--- src/rtl/pp_pkg.sv ---
package pp_pkg;
  typedef enum logic {
    XFER_READ  = 1'b0,
    XFER_WRITE = 1'b1
  } xfer_dir_e;
endpackage

--- src/rtl/pp_sync.sv ---
module pp_sync #(
  parameter int W      = 1,
  parameter int STAGES = 2
) (
  input  logic         clk,
  input  logic         rst,
  input  logic [W-1:0] d,
  output logic [W-1:0] q
);
  logic [STAGES-1:0][W-1:0] chain;

  always_ff @(posedge clk) begin
    if (rst) chain <= '0;
    else     chain <= {chain[STAGES-2:0], d};
  end

  assign q = chain[STAGES-1];
endmodule

--- src/rtl/pp_edge.sv ---
module pp_edge (
  input  logic clk,
  input  logic rst,
  input  logic lvl,
  output logic rise
);
  logic prev_q;

  always_ff @(posedge clk) begin
    if (rst) prev_q <= 1'b0;
    else     prev_q <= lvl;
  end

  assign rise = lvl & ~prev_q;
endmodule

--- src/rtl/pp_rx_path.sv ---
module pp_rx_path #(
  parameter int W = 8
) (
  input  logic         clk,
  input  logic         rst,
  input  logic         wr_rise,
  input  logic [W-1:0] bus_sample,
  output logic         ib_valid,
  input  logic         ib_ready,
  output logic [W-1:0] ib_data,
  output logic         ovf_flag
);
  logic ovf_q;

  assign ib_valid = wr_rise;
  assign ib_data  = bus_sample;

  always_ff @(posedge clk) begin
    if (rst)                      ovf_q <= 1'b0;
    else if (wr_rise && !ib_ready) ovf_q <= 1'b1;
  end

  assign ovf_flag = ovf_q;
endmodule

--- src/rtl/pp_tx_path.sv ---
module pp_tx_path #(
  parameter int W = 8
) (
  input  logic         clk,
  input  logic         rst,
  input  logic         rd_rise,
  input  logic         rd_mode,
  input  logic         ob_valid,
  input  logic [W-1:0] ob_data,
  output logic         ob_ready,
  output logic [W-1:0] pad_out,
  output logic         pad_oe,
  output logic         mcu_ready,
  output logic         unf_flag
);
  logic [W-1:0] out_q;
  logic         oe_q, rdy_q, unf_q;

  assign ob_ready = rd_rise & ob_valid;

  always_ff @(posedge clk) begin
    if (rst) begin
      out_q <= '0;
      oe_q  <= 1'b0;
      rdy_q <= 1'b0;
      unf_q <= 1'b0;
    end else begin
      if (ob_valid) out_q <= ob_data;
      oe_q  <= rd_mode;
      rdy_q <= ob_valid;
      if (rd_rise && !ob_valid) unf_q <= 1'b1;
    end
  end

  assign pad_out   = out_q;
  assign pad_oe    = oe_q;
  assign mcu_ready = rdy_q;
  assign unf_flag  = unf_q;
endmodule

--- src/rtl/pport_bridge.sv ---
module pport_bridge #(
  parameter int DATA_W      = 8,
  parameter int SYNC_STAGES = 2
) (
  input  logic              clk,
  input  logic              rst,
  input  logic              mcu_strobe,
  input  logic              mcu_dir,
  input  logic [DATA_W-1:0] pad_in,
  output logic [DATA_W-1:0] pad_out,
  output logic              pad_oe,
  output logic              mcu_ready,
  output logic              ib_valid,
  input  logic              ib_ready,
  output logic [DATA_W-1:0] ib_data,
  input  logic              ob_valid,
  output logic              ob_ready,
  input  logic [DATA_W-1:0] ob_data,
  output logic              ovf_flag,
  output logic              unf_flag
);
  import pp_pkg::*;

  localparam int SW = DATA_W + 2;

  logic [SW-1:0]     sync_q;
  logic              strobe_s, rise;
  logic [DATA_W-1:0] bus_s;
  xfer_dir_e         dir_s;

  pp_sync #(.W(SW), .STAGES(SYNC_STAGES)) u_sync (
    .clk (clk),
    .rst (rst),
    .d   ({mcu_dir, mcu_strobe, pad_in}),
    .q   (sync_q)
  );

  assign dir_s    = xfer_dir_e'(sync_q[SW-1]);
  assign strobe_s = sync_q[SW-2];
  assign bus_s    = sync_q[DATA_W-1:0];

  pp_edge u_edge (
    .clk  (clk),
    .rst  (rst),
    .lvl  (strobe_s),
    .rise (rise)
  );

  pp_rx_path #(.W(DATA_W)) u_rx (
    .clk        (clk),
    .rst        (rst),
    .wr_rise    (rise && dir_s == XFER_WRITE),
    .bus_sample (bus_s),
    .ib_valid   (ib_valid),
    .ib_ready   (ib_ready),
    .ib_data    (ib_data),
    .ovf_flag   (ovf_flag)
  );

  pp_tx_path #(.W(DATA_W)) u_tx (
    .clk       (clk),
    .rst       (rst),
    .rd_rise   (rise && dir_s == XFER_READ),
    .rd_mode   (dir_s == XFER_READ),
    .ob_valid  (ob_valid),
    .ob_data   (ob_data),
    .ob_ready  (ob_ready),
    .pad_out   (pad_out),
    .pad_oe    (pad_oe),
    .mcu_ready (mcu_ready),
    .unf_flag  (unf_flag)
  );
endmodule

--- config.mk ---
export PLATFORM = sky130hd
export DESIGN_NAME = pport_bridge
export DESIGN_NICKNAME = d
export VERILOG_FILES = /design/src/rtl/pp_pkg.sv /design/src/rtl/pp_sync.sv /design/src/rtl/pp_edge.sv /design/src/rtl/pp_rx_path.sv /design/src/rtl/pp_tx_path.sv /design/src/rtl/pport_bridge.sv
export SDC_FILE = /design/constraint.sdc
export NUM_CORES = 1
export LEC_CHECK = 0
export BUFFER_PORTS_ARGS = -buffer_cell sky130_fd_sc_hd__buf_2
export CAP_MARGIN = 20
export CORE_MARGIN = 5
export CORE_UTILIZATION = 30
export CTS_CLUSTER_DIAMETER = 80
export DETAILED_ROUTE_END_ITERATION = 10
export SLEW_MARGIN = 5
export SYNTH_ARGS = -nofsm -noshare
export SYNTH_HDL_FRONTEND = slang
export SYNTH_SLANG_ARGS = --single-unit
--- constraint.sdc ---
create_clock -name clk -period 1.1 [get_ports clk]
set_clock_uncertainty 0.1 [all_clocks]
set_input_delay 0.11 -clock clk [delete_from_list [all_inputs] [get_ports clk]]
set_output_delay 0.11 -clock clk [all_outputs]
set_load 0.02 [all_outputs]
==> results.json, run 1 <==
{
  "htreeDepth": 2,
  "synth_most_common_cell": "dfxtp_1",
  "critical_path.cell_chain": "buf_6 -> and3b_2 -> buf_6",
  "routed_wirelength_um": 2110,
  "cts_root_buf": "clkbuf_4",
  "drcViolationCount": 0,
  "areaGrowthSynthToFinish_pct": 50.2,
  "clk_path_buf_depth": 2,
  "wl_met3_um": 101,
  "power.total_mw": 2.30,
  "yosys.area.top_type": "dfxtp_1",
  "grtUsageTotal_pct": 9.10,
  "rsz0062_at_grt": "yes",
  "dp_slack_ns": -0.0104,
  "r2r-start": "u_edge.prev_q",
  "clk_latency_ns": 0.32,
  "start_kind": "flip-flop",
  "yosys_register_bits": 33,
  "ys.flop_type": "dfxtp_1",
  "ys_seq_area_share_pct": 62.5,
  "synth.distinct_cells": 14,
  "antenna_found_initial": 0,
  "crit_arrival_ns": 1.09,
  "vdd_ir_drop_max_uv": 709,
  "worst-path-max-fanout": 3,
  "cts-hold-fix-buffers": 19,
  "cp-end-kind": "primary output",
  "cp_top_family": "flip-flops",
  "outcome": "finished, violations left",
  "grt_pass1_vias": 816,
  "report.final.slew_viol_count": 0,
  "std_cell_rows": 21,
  "cts.sinks": 33,
  "path_clk_slew_ns": 0.09,
  "gp_congestion": 0.619,
  "synth.area.top_cells": "dfxtp_1 (62%), nor2b_1 (13%), mux2i_1 (7.6%), buf_4 (5.7%), nor2_1 (3.2%)",
  "io_pins": 44,
  "antenna_cells": 0,
  "drive_gt1_share_pct": 40.3,
  "fill_cells": 346,
  "final_core_util_pct": 47.2,
  "grt_max_degree": 34,
  "synth_warnings": 0,
  "grt_pass1_wl_um": 3490,
  "fp.coreArea_um2": 3360,
  "worst_path_largest_cell_delay_ns": 0.34,
  "finalSetupViolations": 3,
  "crit_buf_inv": 2,
  "wl_per_cell_um": 10.5,
  "period_share_pct": 118,
  "drt_iter0_markers": 15,
  "synthCells": 92,
  "netlist.area_leader.share_pct": 62.5,
  "vias_per_cell": 3.82,
  "drt-met1-wl_um": 841,
  "avgSynthCellArea_um2": 11.5,
  "portBuffers": 43,
  "syn_nets": 114,
  "failed_checks": "hold timing, setup timing",
  "period_minus_slack_ns": 1.30,
  "vias": 763,
  "dieArea_um2": 4810,
  "p_leak_nw": 0.749,
  "hold-worst-slack_ns": -0.0155,
  "cts_tree": "done",
  "worst-endpoint-required_ns": 0.89,
  "critPathSlowestCell": "dfxtp_2",
  "power.density_nw_per_um2": 1450,
  "drv_cap": 0,
  "wl_met2_um": 1120,
  "final_nets": 175,
  "die_h_um": 69.4,
  "max_freq_mhz": 770,
  "finalWorstSetupSlack_ns": -0.199,
  "hold_violations": 1,
  "crit_path_start": "u_sync.q[9]",
  "initial_core_util_pct": 31.4,
  "die_x_um": 69.4,
  "synthTopCellsByCount": "dfxtp_1 (33), nor2b_1 (22), nor2_1 (9)",
  "worstMarginPinSlew_ns": 0.135,
  "synthArstFlopShare_pct": 0,
  "place_hpwl_um": 1410,
  "synthesis.area_um2": 1060,
  "numCtsBuffers": 5,
  "routed.top_layer": "met4",
  "slew_headroom_pct": 90.7,
  "final_antenna_net_count": 0,
  "synth_edf_count": 0,
  "holdCritStartpoint": "ob_valid",
  "drtPass1Iterations": 4,
  "min_path_type": "input pin to flip-flop",
  "crit_top_cell": "buf_6",
  "grt.overflow.total": 0,
  "critical_path_class": "flip-flop to primary output"
}
-- timing repair --
action                                  in CTS  in global routing
endpoints found under the hold margin       20                  1
resized for setup                            9                  3
setup buffers                                1                  0
pin swaps                                    1                  0
endpoints found under the setup margin       3                  6
-- worst paths after layout --
check / slack (ns) / endpoint / cells past startpoint
worst max-delay path: -0.20 / ib_valid / 3
worst min-delay path: -0.02 / u_tx.unf_flag / 3
worst max register to register: -0.10 / u_tx.unf_flag / 3
worst min register to register: 0.34 / u_sync.q[1] / 1
-- through the flow --
step                setup TNS (ns)  std cells  hold slack [ns]  cell area (um^2)
CTS                         -0.500        200          -0.0268              1580
global placement                 0        172            0.220              1290
floorplan                        0         92           0.0816              1060
global route                -0.589        200          -0.0242              1590
finish                      -0.476        200          -0.0155              1590
detailed placement         -0.0104        172            0.225              1290
-- logic make-up (layout without fill, tap and decap cells) --
family          count (synthesis)  in the layout  synth area share, %
buf+inv                        14             76                 7.93
flops                          33             33                 62.5
mux                             8              8                 7.57
simple gates                   35             35                 20.7
compound gates                  2              2                 1.30
-- worst min-delay path, cell delays in order --
cell and delay [ns]:
buf_2 0.10, or4b_4 0.12, a21oi_2 0.04
-- flip-flops by register name (all words and copies together) (netlist names) --
| name | cells |
|---|---|
| u_edge.prev_q | 1 |
| u_rx.ovf_flag | 1 |
| u_sync.chain | 10 |
| u_sync.q | 10 |
| u_tx.mcu_ready | 1 |
| u_tx.pad_oe | 1 |
| u_tx.pad_out | 8 |
| u_tx.unf_flag | 1 |
-- cell type report --
type,instances,area (um^2),area share [%]
clock buffers,7,65.1,4.10
clock inverters,1,5.00,0.315
inverters,2,7.51,0.473
multi-input cells,45,313,19.7
flip-flops and latches,33,664,41.8
well taps,46,57.6,3.62
repair buffers,66,475,29.9
-- routing by layer --
| metal | vias up | track usage [%] |
|---|---|---|
| li1 | 403 | - |
| met2 | 19 | 16.1 |
| met4 | 0 | 7.16 |
| met1 | 337 | 8.72 |
| met5 | - | 0 |
| met3 | 4 | 2.61 |
-- cells in the final DEF (no fill, tap or decap), types with 3 or more instances in the layout --
| master | count |
|---|---|
| clkbuf_4 | 5 |
| buf_4 | 4 |
| buf_6 | 4 |
| dfxtp_2 | 3 |
| buf_2 | 38 |
| dlygate4sd3_1 | 19 |
| nor2b_1 | 22 |
| dfxtp_1 | 30 |
| mux2i_1 | 8 |
| nor2_1 | 9 |
-- where the power goes --
| part | switching [mW] | internal, mW | leakage [nW] |
|---|---|---|---|
| sequential | 0.0193 | 1.25 | 0.274 |
| clock | 0.380 | 0.370 | 0.0413 |
| combinational | 0.123 | 0.153 | 0.434 |
| total | 0.523 | 1.78 | 0.749 |
Power figures use the tool's default switching activity.
==> run 2, diff against run 1 <==
--- a/config.mk
+++ b/config.mk
@@ -5,8 +5,8 @@
 export SDC_FILE = /design/constraint.sdc
 export NUM_CORES = 1
 export LEC_CHECK = 0
+export ABC_AREA = 1
 export BUFFER_PORTS_ARGS = -buffer_cell sky130_fd_sc_hd__buf_2
-export CAP_MARGIN = 20
 export CORE_MARGIN = 5
 export CORE_UTILIZATION = 30
 export CTS_CLUSTER_DIAMETER = 80
==> run 2 against run 1 <==
Net effect: the run ends with setup timing left; final area fell by 0.47%; synthesized cell count rose by 38%; first-iteration DRC count rose to 2.7 times the previous value; utilization fell by 3.4 points; combinational power fell by 4%; area after synthesis rose by 3.8%; critical path type unchanged; critical endpoint is now ob_ready; highest routed layer unchanged.
==> results.json, run 2 <==
{
  "outcome": "finished, violations left",
  "failed_checks": "setup timing",
  "layout_common_cells": "buf_2 (41), dfxtp_1 (31), inv_1 (24), nor2_1 (24), dlygate4sd3_1 (18)",
  "std_cell_rows": 22,
  "yosys_register_bits": 33,
  "vias": 881,
  "numCtsBuffers": 5,
  "min_path_type": "input pin to flip-flop",
  "synthCells": 127,
  "clk_latency_ns": 0.28,
  "vdd_ir_drop_max_uv": 549,
  "r2r-start": "u_sync.q[8]",
  "drcViolationCount": 0,
  "synth.distinct_cells": 12,
  "portBuffers": 43,
  "worst-path-max-fanout": 4,
  "routed_wirelength_um": 2270,
  "clk_path_buf_depth": 2,
  "path_clk_slew_ns": 0.07,
  "synthArstFlopShare_pct": 0,
  "avgSynthCellArea_um2": 8.64,
  "cts_tree": "done",
  "finalNonFillerCells": 233,
  "p_leak_nw": 0.796,
  "ys.flop_type": "dfxtp_1",
  "antenna_cells": 0,
  "dp_slack_ns": 0.0990,
  "final_common_cell": "buf_2",
  "vias_per_cell": 3.78,
  "drt_iter0_markers": 41,
  "worst_path_largest_cell_delay_ns": 0.35,
  "yosys.area.top_type": "dfxtp_1",
  "critical_path.cell_chain": "nor4_4 -> buf_4",
  "slew_headroom_pct": 88.0,
  "finalWorstSetupSlack_ns": -0.163,
  "die_h_um": 70.5,
  "start_kind": "flip-flop",
  "worstMarginPinSlew_ns": 0.179,
  "critPathSlowestCell": "dfxtp_2",
  "htreeDepth": 2,
  "multi_input_area_um2": 241,
  "synthTopCellsByCount": "dfxtp_1 (33), inv_1 (25), nor2_1 (24)",
  "power.density_nw_per_um2": 1510,
  "grt.overflow.total": 0,
  "period_share_pct": 115,
  "synth.area.top_cells": "dfxtp_1 (60%), inv_1 (8.6%), nor2_1 (8.2%), buf_4 (5.5%), nand2_1 (5.5%)",
  "cp-end-kind": "primary output",
  "areaGrowthSynthToFinish_pct": 44.0,
  "wl_per_cell_um": 9.73,
  "cts_root_buf": "clkbuf_8",
  "holdCritStartpoint": "ib_ready",
  "drv_cap": 0,
  "fill_cells": 368,
  "critical_path_class": "flip-flop to primary output",
  "ys_seq_area_share_pct": 60.2,
  "synth_most_common_cell": "dfxtp_1",
  "die_x_um": 70.5,
  "initial_core_util_pct": 30.4,
  "final_nets": 206,
  "rsz0062_at_grt": "yes",
  "report.final.slew_viol_count": 0,
  "drtPass1Iterations": 2,
  "grt_pass1_wl_um": 3860,
  "netlist.area_leader.share_pct": 60.2,
  "period_minus_slack_ns": 1.26,
  "dieArea_um2": 4970,
  "grt_max_degree": 34,
  "synthesis.area_um2": 1100,
  "hold_violations": 0,
  "crit_path_start": "u_sync.q[9]",
  "grt_pass1_vias": 844,
  "worst-endpoint-required_ns": 0.89,
  "final_antenna_net_count": 0,
  "grtUsageTotal_pct": 10.0,
  "cts.sinks": 33,
  "gp_congestion": 0.724,
  "synth_edf_count": 0,
  "syn_nets": 149,
  "synth_warnings": 0,
  "dpl.cell_count": 207,
  "max_freq_mhz": 792,
  "final-seq-area_um2": 663,
  "place_hpwl_um": 1470,
  "antenna_found_initial": 0,
  "crit_arrival_ns": 1.05,
  "finalSetupViolations": 2,
  "fp.coreArea_um2": 3610,
  "drive_gt1_share_pct": 31.9,
  "io_pins": 44
}
[run 2: cell count changes after synthesis, moves of 2 or more]
cell,before,now
buf_6,0,2
nor2b_1,22,0
nand3_1,0,2
inv_1,2,25
buf_2,1,4
nor2_1,9,24
a21oi_1,1,10
clkbuf_1,3,0
mux2i_1,8,0
nand2_1,0,16
[run 2: where the power goes]
group | total [mW] | switching (mW) | internal [mW] | leakage, nW
sequential | 1.27 | 0.0201 | 1.25 | 0.273
combinational | 0.266 | 0.136 | 0.130 | 0.477
clock | 0.842 | 0.404 | 0.437 | 0.0450
[run 2: critical path, delay by kind of cell, from the launching register on]
family,cells,cell delay (ns)
DFF,1,0.35
buffers and inverters,1,0.18
and+or+nand+nor,1,0.26
[run 2: logic make-up (layout without fill, tap and decap cells)]
family	Yosys count	after routing	synth area share, %
buffers and inverters	40	98	18.2
DFF	33	33	60.2
and+or+nand+nor	44	44	17.0
AOI/OAI and AO/OA	10	10	4.56
[run 2: per-stage QoR]
stage	setup TNS (ns)	hold WS, ns	total power [mW]	util (%)	area [um^2]
finish	-0.257	0.0106	2.38	43.8	1580
global route	-0.402	0.0319	2.51	43.8	1580
CTS	-0.301	0.00110	2.43	43.8	1580
detailed placement	0	0.219	1.52	36.3	1310
global placement	0	0.215	1.52	36.3	1310
floorplan	0	0.117	1.44	-	1100
[run 2: cell type report]
cell class / instances / share of cell area [%]
clock buffers: 6 / 4.59
multi-input cells: 54 / 15.3
inverters: 26 / 6.18
clock inverters: 2 / 0.633
flip-flops and latches: 33 / 42.0
well taps: 48 / 3.80
repair buffers: 64 / 27.6
[run 2: timing repair]
action / 4_1_cts / 5_1_grt
hold buffers: 18 / 0
buffers inserted: 0 / 0
endpoints found under the hold margin: 18 / 0
gates resized for setup: 4 / 1
setup endpoints to repair: 2 / 2
gates cloned: 0 / 0
[run 2: routing by layer]
layer,global-route usage [%],vias up,share of wire [%]
met2,16.7,27,49
met3,4.60,2,7.3
met4,5.11,0,0.97
met1,10.5,382,43
met5,0,-,0
li1,-,470,-
[run 2: final timing paths]
check,end,slack (ns),cells past startpoint
min reg2reg,u_sync.q[9],0.30,2
max reg2reg,u_rx.ovf_flag,0.23,4
min,u_rx.ovf_flag,0.01,4
max,ob_ready,-0.16,2
==> run 3, diff against run 2 <==
--- a/config.mk
+++ b/config.mk
@@ -11,6 +11,7 @@
 export CORE_UTILIZATION = 30
 export CTS_CLUSTER_DIAMETER = 80
 export DETAILED_ROUTE_END_ITERATION = 10
+export SKIP_CTS_REPAIR_TIMING = 1
 export SLEW_MARGIN = 5
 export SYNTH_ARGS = -nofsm -noshare
 export SYNTH_HDL_FRONTEND = slang
==> run 3 against run 2 <==
Net effect: the run ends with hold timing, setup timing left; final area shrank 1.3%; flip-flop and latch count is the same; hold slack lost 0.027 ns; highest routed layer unchanged.
==> results.json, run 3 (same netlist as run 2, synthesis figures left out) <==
{
  "outcome": "finished, violations left",
  "failed_checks": "hold timing, setup timing",
  "routed_wirelength_um": 2210,
  "htreeDepth": 2,
  "dp_slack_ns": 0.0990,
  "clk_latency_ns": 0.28,
  "switchingPower_mw": 0.561,
  "final_common_cell": "buf_2",
  "grt.overflow.total": 0,
  "slew_headroom_pct": 88.0,
  "grtUsageMet2_pct": 13.9,
  "post-route-cell-area_um2": 1560,
  "crit_arrival_ns": 1.05,
  "clk_path_buf_depth": 2,
  "grt_pass1_wl_um": 3290,
  "drcViolationCount": 0,
  "seqPwrFrac_pct": 53.5,
  "period_minus_slack_ns": 1.26,
  "vdd_ir_drop_max_uv": 534,
  "swShare_pct": 23.6,
  "finalWorstSetupSlack_ns": -0.164,
  "internal_power_mw": 1.82,
  "path_clk_slew_ns": 0.07,
  "power.density_nw_per_um2": 1520,
  "top_usage_layer": "met2",
  "place_hpwl_um": 1470,
  "worst-path-max-fanout": 4,
  "wl_per_cell_um": 9.57,
  "drt_iter0_markers": 41,
  "vias": 869,
  "place_area_um2": 1310,
  "cts_root_buf": "clkbuf_8",
  "portBuffers": 43,
  "rsz0062_at_grt": "yes",
  "min_path_type": "input pin to flip-flop",
  "std_cell_rows": 22,
  "initial_core_util_pct": 30.4,
  "layout_common_cells": "buf_2 (41), dfxtp_1 (31), inv_1 (24), nor2_1 (24)",
  "antenna_found_initial": 0,
  "vias_per_cell": 3.76,
  "grtUsageMet1_pct": 9.13,
  "finalSetupViolations": 2,
  "drv_cap": 0,
  "cts_tree": "done",
  "cts.sinks": 33,
  "period_share_pct": 115,
  "final_nets": 204,
  "grtUsageTotal_pct": 8.70,
  "grt_max_degree": 34,
  "io_pins": 44,
  "worstMarginPinSlew_ns": 0.179,
  "max_freq_mhz": 791,
  "report.final.slew_viol_count": 0,
  "fp.coreArea_um2": 3610,
  "drtPass1Iterations": 2,
  "clkPwrFrac_pct": 35.5,
  "worst-endpoint-required_ns": 0.89,
  "die_h_um": 70.5,
  "hold-worst-slack_ns": -0.0167,
  "die_x_um": 70.5,
  "gr-usage-met3_pct": 4.75,
  "numCtsBuffers": 5,
  "grt_pass1_vias": 729,
  "hold_violations": 2,
  "p_leak_nw": 0.787,
  "final_antenna_net_count": 0,
  "gp_congestion": 0.724,
  "drive_gt1_share_pct": 32.2,
  "critical_path_class": "flip-flop to primary output",
  "power.total_mw": 2.38,
  "pwr-share-comb_pct": 11.0,
  "areaGrowthSynthToFinish_pct": 42.2,
  "dieArea_um2": 4970,
  "start_kind": "flip-flop",
  "antenna_cells": 0,
  "cp-end-kind": "primary output"
}
-- run 3: changes by cell type in the layout (fill, tap and decap cells not counted), sizes merged --
| cell | delta |
|---|---|
| dlygate4sd3 | -2 |
-- run 3: final timing paths --
kind | startpoint | endpoint | slack [ns] | cells past startpoint
hold reg to reg | u_sync.chain[9] | u_sync.q[9] | 0.30 | 2
hold / removal | ob_data[6] | u_tx.pad_out[6] | -0.02 | 3
setup / recovery | u_sync.q[9] | ob_ready | -0.16 | 2
setup reg to reg | u_sync.q[8] | u_rx.ovf_flag | 0.23 | 4
-- run 3: layer usage --
layer / routed length [um] / share of wire (%) / up-vias
met3: 170 / 7.7 / 2
met4: 22 / 1.0 / 0
met5: 0 / 0 / -
li1: - / - / 466
met1: 964 / 44 / 374
met2: 1050 / 48 / 27
-- run 3: power groups by stage --
stage | clock, mW | sequential, mW | combinational [mW]
after floorplan | 0 | 1.32 | 0.119
after global placement | 0 | 1.30 | 0.218
after detailed placement | 0 | 1.30 | 0.220
after CTS | 0.886 | 1.27 | 0.221
after global routing | 0.937 | 1.28 | 0.288
final | 0.843 | 1.27 | 0.261
-- run 3: area by class of cell --
cell class,instances,area [um^2]
tap,48,60.1
multi-input combinational,54,241
inverter,26,97.6
clock buffer,6,72.6
sequential,33,663
timing repair buffer,62,415
fill,368,2050
clock inverter,2,10.0
-- run 3: stage by stage --
| step | cells | utilization, % | setup TNS [ns] | hold WS (ns) |
|---|---|---|---|---|
| finish | 231 | 43.3 | -0.262 | -0.0167 |
| global route | 231 | 43.3 | -0.402 | 0.00198 |
| CTS | 215 | 38.6 | -0.423 | -0.0760 |
| detailed placement | 207 | 36.3 | 0 | 0.219 |
| global placement | 207 | 36.3 | 0 | 0.215 |
| floorplan | 127 | - | 0 | 0.117 |
-- run 3: worst max-delay path: stages (launching register included) --
cell,delay (ns)
dfxtp_2,0.35
nor4_4,0.26
buf_4,0.18
